**config.mk**
```make
export PLATFORM = sky130hd
export DESIGN_NAME = mpr_lookup
export DESIGN_NICKNAME = d
export VERILOG_FILES = /design/src/rtl/mpr_pkg.sv /design/src/rtl/mpr_lookup.sv
export SDC_FILE = /design/constraint.sdc
export NUM_CORES = 1
export LEC_CHECK = 0
export BUFFER_PORTS_ARGS = -buffer_cell sky130_fd_sc_hd__clkbuf_2
export CAP_MARGIN = 10
export CORE_AREA = 2 2 156 158
export DETAILED_ROUTE_END_ITERATION = 8
export DIE_AREA = 0 0 158 160
export PLACE_DENSITY_LB_ADDON = 0.3
export SLEW_MARGIN = 30
export SYNTH_ARGS = -nofsm -noshare
export SYNTH_HDL_FRONTEND = slang
export SYNTH_SLANG_ARGS = --single-unit
```
**constraint.sdc**
```tcl
create_clock -name vclk -period 3.65
set_input_delay 0 -clock vclk [all_inputs]
set_output_delay 0 -clock vclk [all_outputs]
set_load 0.01 [all_outputs]
```
**src/rtl/mpr_pkg.sv**
```systemverilog
package mpr_pkg;

    localparam int MAX_REGIONS = 16;
    localparam int IDX_W       = 4;
    localparam int ADDR_W      = 32;
    localparam int SIZE_W      = 5;

    localparam logic [SIZE_W-1:0] SIZE_FLOOR = 5'd9;

    localparam logic [1:0] AP_NONE = 2'b00;
    localparam logic [1:0] AP_RO   = 2'b01;
    localparam logic [1:0] AP_WO   = 2'b10;
    localparam logic [1:0] AP_RW   = 2'b11;

    localparam logic [1:0] CAUSE_READ  = 2'd1;
    localparam logic [1:0] CAUSE_WRITE = 2'd2;
    localparam logic [1:0] CAUSE_FETCH = 2'd3;

    typedef struct packed {
        logic [ADDR_W-1:0] base;
        logic [SIZE_W-1:0] size;
        logic [1:0]        ap_priv;
        logic [1:0]        ap_user;
        logic              xn;
        logic              cache;
        logic              valid;
    } region_t;

    typedef struct packed {
        logic [1:0] ap;
        logic       xn;
        logic       cache;
    } attr_t;

    // Fixed map used when checking is off or a privileged access misses.
    function automatic attr_t default_attr(input logic [2:0] top);
        attr_t a;
        case (top)
            3'd0:    a = '{ap: AP_RO, xn: 1'b0, cache: 1'b1};
            3'd1:    a = '{ap: AP_RW, xn: 1'b1, cache: 1'b1};
            default: a = '{ap: AP_RW, xn: 1'b1, cache: 1'b0};
        endcase
        return a;
    endfunction

endpackage

```
**src/rtl/mpr_lookup.sv**
```systemverilog
module mpr_lookup
    import mpr_pkg::*;
#(
    parameter int NUM_REGIONS = 8
) (
    input  region_t [NUM_REGIONS-1:0] regs,
    input  logic                      enabled,
    input  logic                      req_valid,
    input  logic [ADDR_W-1:0]         req_addr,
    input  logic                      req_write,
    input  logic                      req_fetch,
    input  logic                      req_priv,
    output logic                      acc_allow,
    output logic                      acc_fault,
    output logic                      acc_cacheable,
    output logic                      acc_xn,
    output logic                      acc_hit,
    output logic [IDX_W-1:0]          acc_region,
    output logic [1:0]                acc_cause
);

    logic [NUM_REGIONS-1:0] hit_vec;
    logic                   any_hit;
    logic [IDX_W-1:0]       win;
    region_t                win_reg;
    attr_t                  dflt;
    logic [1:0]             ap_sel;
    logic                   xn_sel;
    logic                   cache_sel;

    // Per-entry address compare with size clamping and base masking.
    for (genvar g = 0; g < NUM_REGIONS; g++) begin : g_match
        logic [SIZE_W-1:0] eff_size;
        logic [5:0]        span_log2;
        logic [ADDR_W:0]   low_mask;
        always_comb begin
            eff_size  = (regs[g].size < SIZE_FLOOR) ? SIZE_FLOOR : regs[g].size;
            span_log2 = {1'b0, eff_size} + 6'd1;
            low_mask  = ({{ADDR_W{1'b0}}, 1'b1} << span_log2) - {{ADDR_W{1'b0}}, 1'b1};
            hit_vec[g] = regs[g].valid &&
                         (((req_addr ^ regs[g].base) & ~low_mask[ADDR_W-1:0]) == '0);
        end
    end

    // Highest-numbered match wins: later iterations overwrite earlier ones.
    always_comb begin
        any_hit = 1'b0;
        win     = '0;
        for (int i = 0; i < NUM_REGIONS; i++) begin
            if (hit_vec[i]) begin
                any_hit = 1'b1;
                win     = i[IDX_W-1:0];
            end
        end
    end

    assign win_reg = regs[win];
    assign dflt    = default_attr(req_addr[ADDR_W-1:ADDR_W-3]);

    always_comb begin
        ap_sel    = dflt.ap;
        xn_sel    = dflt.xn;
        cache_sel = dflt.cache;
        if (enabled) begin
            if (any_hit) begin
                ap_sel    = req_priv ? win_reg.ap_priv : win_reg.ap_user;
                xn_sel    = win_reg.xn;
                cache_sel = win_reg.cache;
            end else if (!req_priv) begin
                ap_sel = AP_NONE;
            end
        end
    end

    logic permit;
    always_comb begin
        if (req_fetch) begin
            permit = ap_sel[0] && !xn_sel;
        end else if (req_write) begin
            permit = ap_sel[1];
        end else begin
            permit = ap_sel[0];
        end
    end

    assign acc_allow     = req_valid && permit;
    assign acc_fault     = req_valid && !permit;
    assign acc_cacheable = cache_sel;
    assign acc_xn        = xn_sel;
    assign acc_hit       = enabled && any_hit;
    assign acc_region    = (enabled && any_hit) ? win : '0;
    assign acc_cause     = req_fetch ? CAUSE_FETCH : (req_write ? CAUSE_WRITE : CAUSE_READ);

endmodule

```
==> metrics.yaml <==
run_status:
  outcome: "finished, final reports clean"
flow_run:
  timing.max_cap.violations: 0
final_layout:
  sequential_cell_total: 0
  areaGrowthSynthToFinish_pct: 38.5
  nClkBuffers: 0
  num_antenna_cells: 0
  regArea_sq_um: 0
  final_nets: 1759
  drive_above_1_share_pct: 36.7
  nFillCells: 2649
  design_area_sq_um: 9390
timing:
  achievable-frequency_ghz: 0.281
  final_hold_viol_count: 0
  final.min_clock_period_ns: 3.56
  maxSlewHeadroom_pct: 62.0
  finalWorstSetupSlack_ns: 0.0890
  period_share_pct: 97.6
  hold_ws_ns: 0.294
  max_slew.worst_pin.slew_ns: 0.570
  finalSetupViolations: 0
  final_max_slew_viol_count: 0
place:
  gpl.final_weighted_congestion: 0.953
  half_perimeter_wire_length_after_placement_microns: 29000
  io_buffers: 354
  post_dp_cell_area_sq_um: 9240
  preCtsSetupSlack_ns: -0.0831
grt:
  antenna_found_initial: 0
  grt.total_usage_pct: 26.4
  grt_first_pass_wirelength_microns: 51000
  global_route.overflow_total: 0
  number_of_global_route_vias_before_repair: 8686
  pin_count_of_the_biggest_net_entering_global_routing: 23
pwr:
  power.net_switching_mw: 0.600
  powerDensity_nw_per_um2: 117
  p_comb_share_pct: 100.0
  sequential_cell_fraction_of_total_power_pct: 0
  p_leak_nw: 4.18
  clk_network_pwr_share_pct: 0
  p_int_mw: 0.501
  worst_vdd_drop_mv: 0.0634
  power.share.switching_pct: 54.5
drt:
  drt-pass1-iter-count: 5
  detail_route.drc_violations: 0
  initialDrtViolationCount: 684
  route.detailed.wl_per_inst_microns: 20.9
  routed-via-count: 9139
  antenna_violating_nets_post_route: 0
  postRouteWirelength_microns: 35200
  viasPerCell: 5.43
worst_setup_path:
  crit_arrival_ns: 3.56
  critical_path_required_ns: 3.65
  timing.setup.critical_path_class: "input port to output port"
  path_max_fanout: 8
  path_common_cell: "buf_4"
  cp_cell_sequence: "clkbuf_2, buf_4, xnor2_1, a21oi_1, o22ai_1, nand4_1, nor4_2, buf_4, a21oi_2, a211oi_4, nor2_4, buf_4, a211oi_1, a2111oi_2, buf_4, a211o_1, a22o_1, clkbuf_2"
  worst_setup_path_end_kind: "output port"
  critical_path.n_buffers_inverters: 6
  slowest_delay_ns: 0.40
  setup.worst_path.start_class: "input port"
  family_of_cells_with_the_greatest_summed_delay_on_the_critical_path: "compound AO/OA/AOI/OAI gates"
  cp_slowest_cell: "a211oi_1"
synth:
  syn_area_per_cell_sq_um: 6.73
  synth-seq-area-share_pct: 0
  post-synth-top-count-cell: "xor2_1"
  syn-cell-area_sq_um: 6780
  post_synth_most_frequent_cells: "xor2_1 (120), xnor2_1 (97), o21ai_0 (86)"
  ys_types: 92
  yosys_warning_total: 0
  netlist_top_cells_area: "xor2_1 (16%), xnor2_1 (13%), o21ai_0 (6.3%)"
  share_of_the_synthesized_area_in_the_top_cell_type_pct: 15.5
  synth_top_area_cell: "xor2_1"
  post_synth_inst_count: 1007
floorplanning:
  dieWidth_microns: 158
  die_area_sq_um: 25300
  floorplan.die.height_microns: 160
  rows: 57
  io_pins: 400
  initial_utilization_pct: 28.5
  core-area_sq_um: 23800
clock_network:
  cts-hold-fix-buffers: 0
hold_path:
  worst_hold_path_type: "input port to output port"
power groups by stage:
stage | Sequential, mW | Combinational, mW | Clock [mW]
finish | 0 | 1.10 | 0
global route | 0 | 1.19 | 0
CTS | 0 | 1.06 | 0
detailed placement | 0 | 1.06 | 0
global placement | 0 | 1.06 | 0
floorplan | 0 | 0.622 | 0
layer usage:
metal	global-route usage [%]	routed length, microns	share of wire (%)	vias to the layer above
li1	-	-	-	4397
met1	35.3	14900	42	4204
met2	43.5	16400	47	457
met3	2.85	2400	6.8	81
met4	9.83	1540	4.4	0
met5	0	0	0	-
kinds of logic after synthesis:
logic type | Yosys count | share of synthesized area, %
simple gates | 290 | 24.2
buf+inv | 122 | 7.81
compound gates | 335 | 33.0
xor+xnor | 217 | 28.0
other cells | 2 | 0.111
fa+ha+maj | 10 | 1.77
mux | 31 | 5.02
worst paths after layout:
| kind | startpoint | end | cells past startpoint |
|---|---|---|---|
| worst max-delay path | req_addr[19] | acc_allow | 18 |
| worst min-delay path | req_write | acc_cause[1] | 3 |
repair_timing:
item                                    in CTS  in global routing
gates cloned                                 0                  0
setup buffers                                0                  2
endpoints found under the hold margin        0                  0
pin swaps                                    0                  9
endpoints found under the setup margin       2                  3
resized for setup                            2                 49
layout by cell type, fill, tap and decap left out, types with 12 or more instances in the layout:
cell type / count
clkbuf_2: 341
xor2_1: 120
xnor2_1: 94
buf_4: 85
o21ai_0: 84
nand2_1: 71
a21oi_1: 66
nor2_1: 45
nand3_1: 20
nor4_1: 19
inv_1: 18
conb_1: 17
mux2i_1: 16
a21o_1: 13
nor3_1: 13
a31oi_1: 13
mux2_2: 12
cell type report:
cell class                      count  area, sq um  area share [%]
Tap cell                          324          405            4.32
Inverter                           18         67.6           0.720
Multi-Input combinational cell    900         6410            68.3
Timing Repair Buffer              442         2500            26.7
tightest hold or removal path, delay by kind of cell:
family	cells	cell delay (ns)
and+or+nand+nor	1	0.09
buffers and inverters	2	0.20
through the flow:
step | total power [mW] | instances | setup TNS, ns | util [%]
CTS | 1.06 | 1682 | 0 | 38.8
finish | 1.10 | 1684 | 0 | 39.4
floorplan | 0.622 | 1022 | 0 | -
detailed placement | 1.06 | 1682 | -0.156 | 38.8
global route | 1.19 | 1684 | -0.000667 | 39.4
global placement | 1.06 | 1682 | -0.186 | 38.8
No activity file was read; power rests on OpenSTA's default activity.
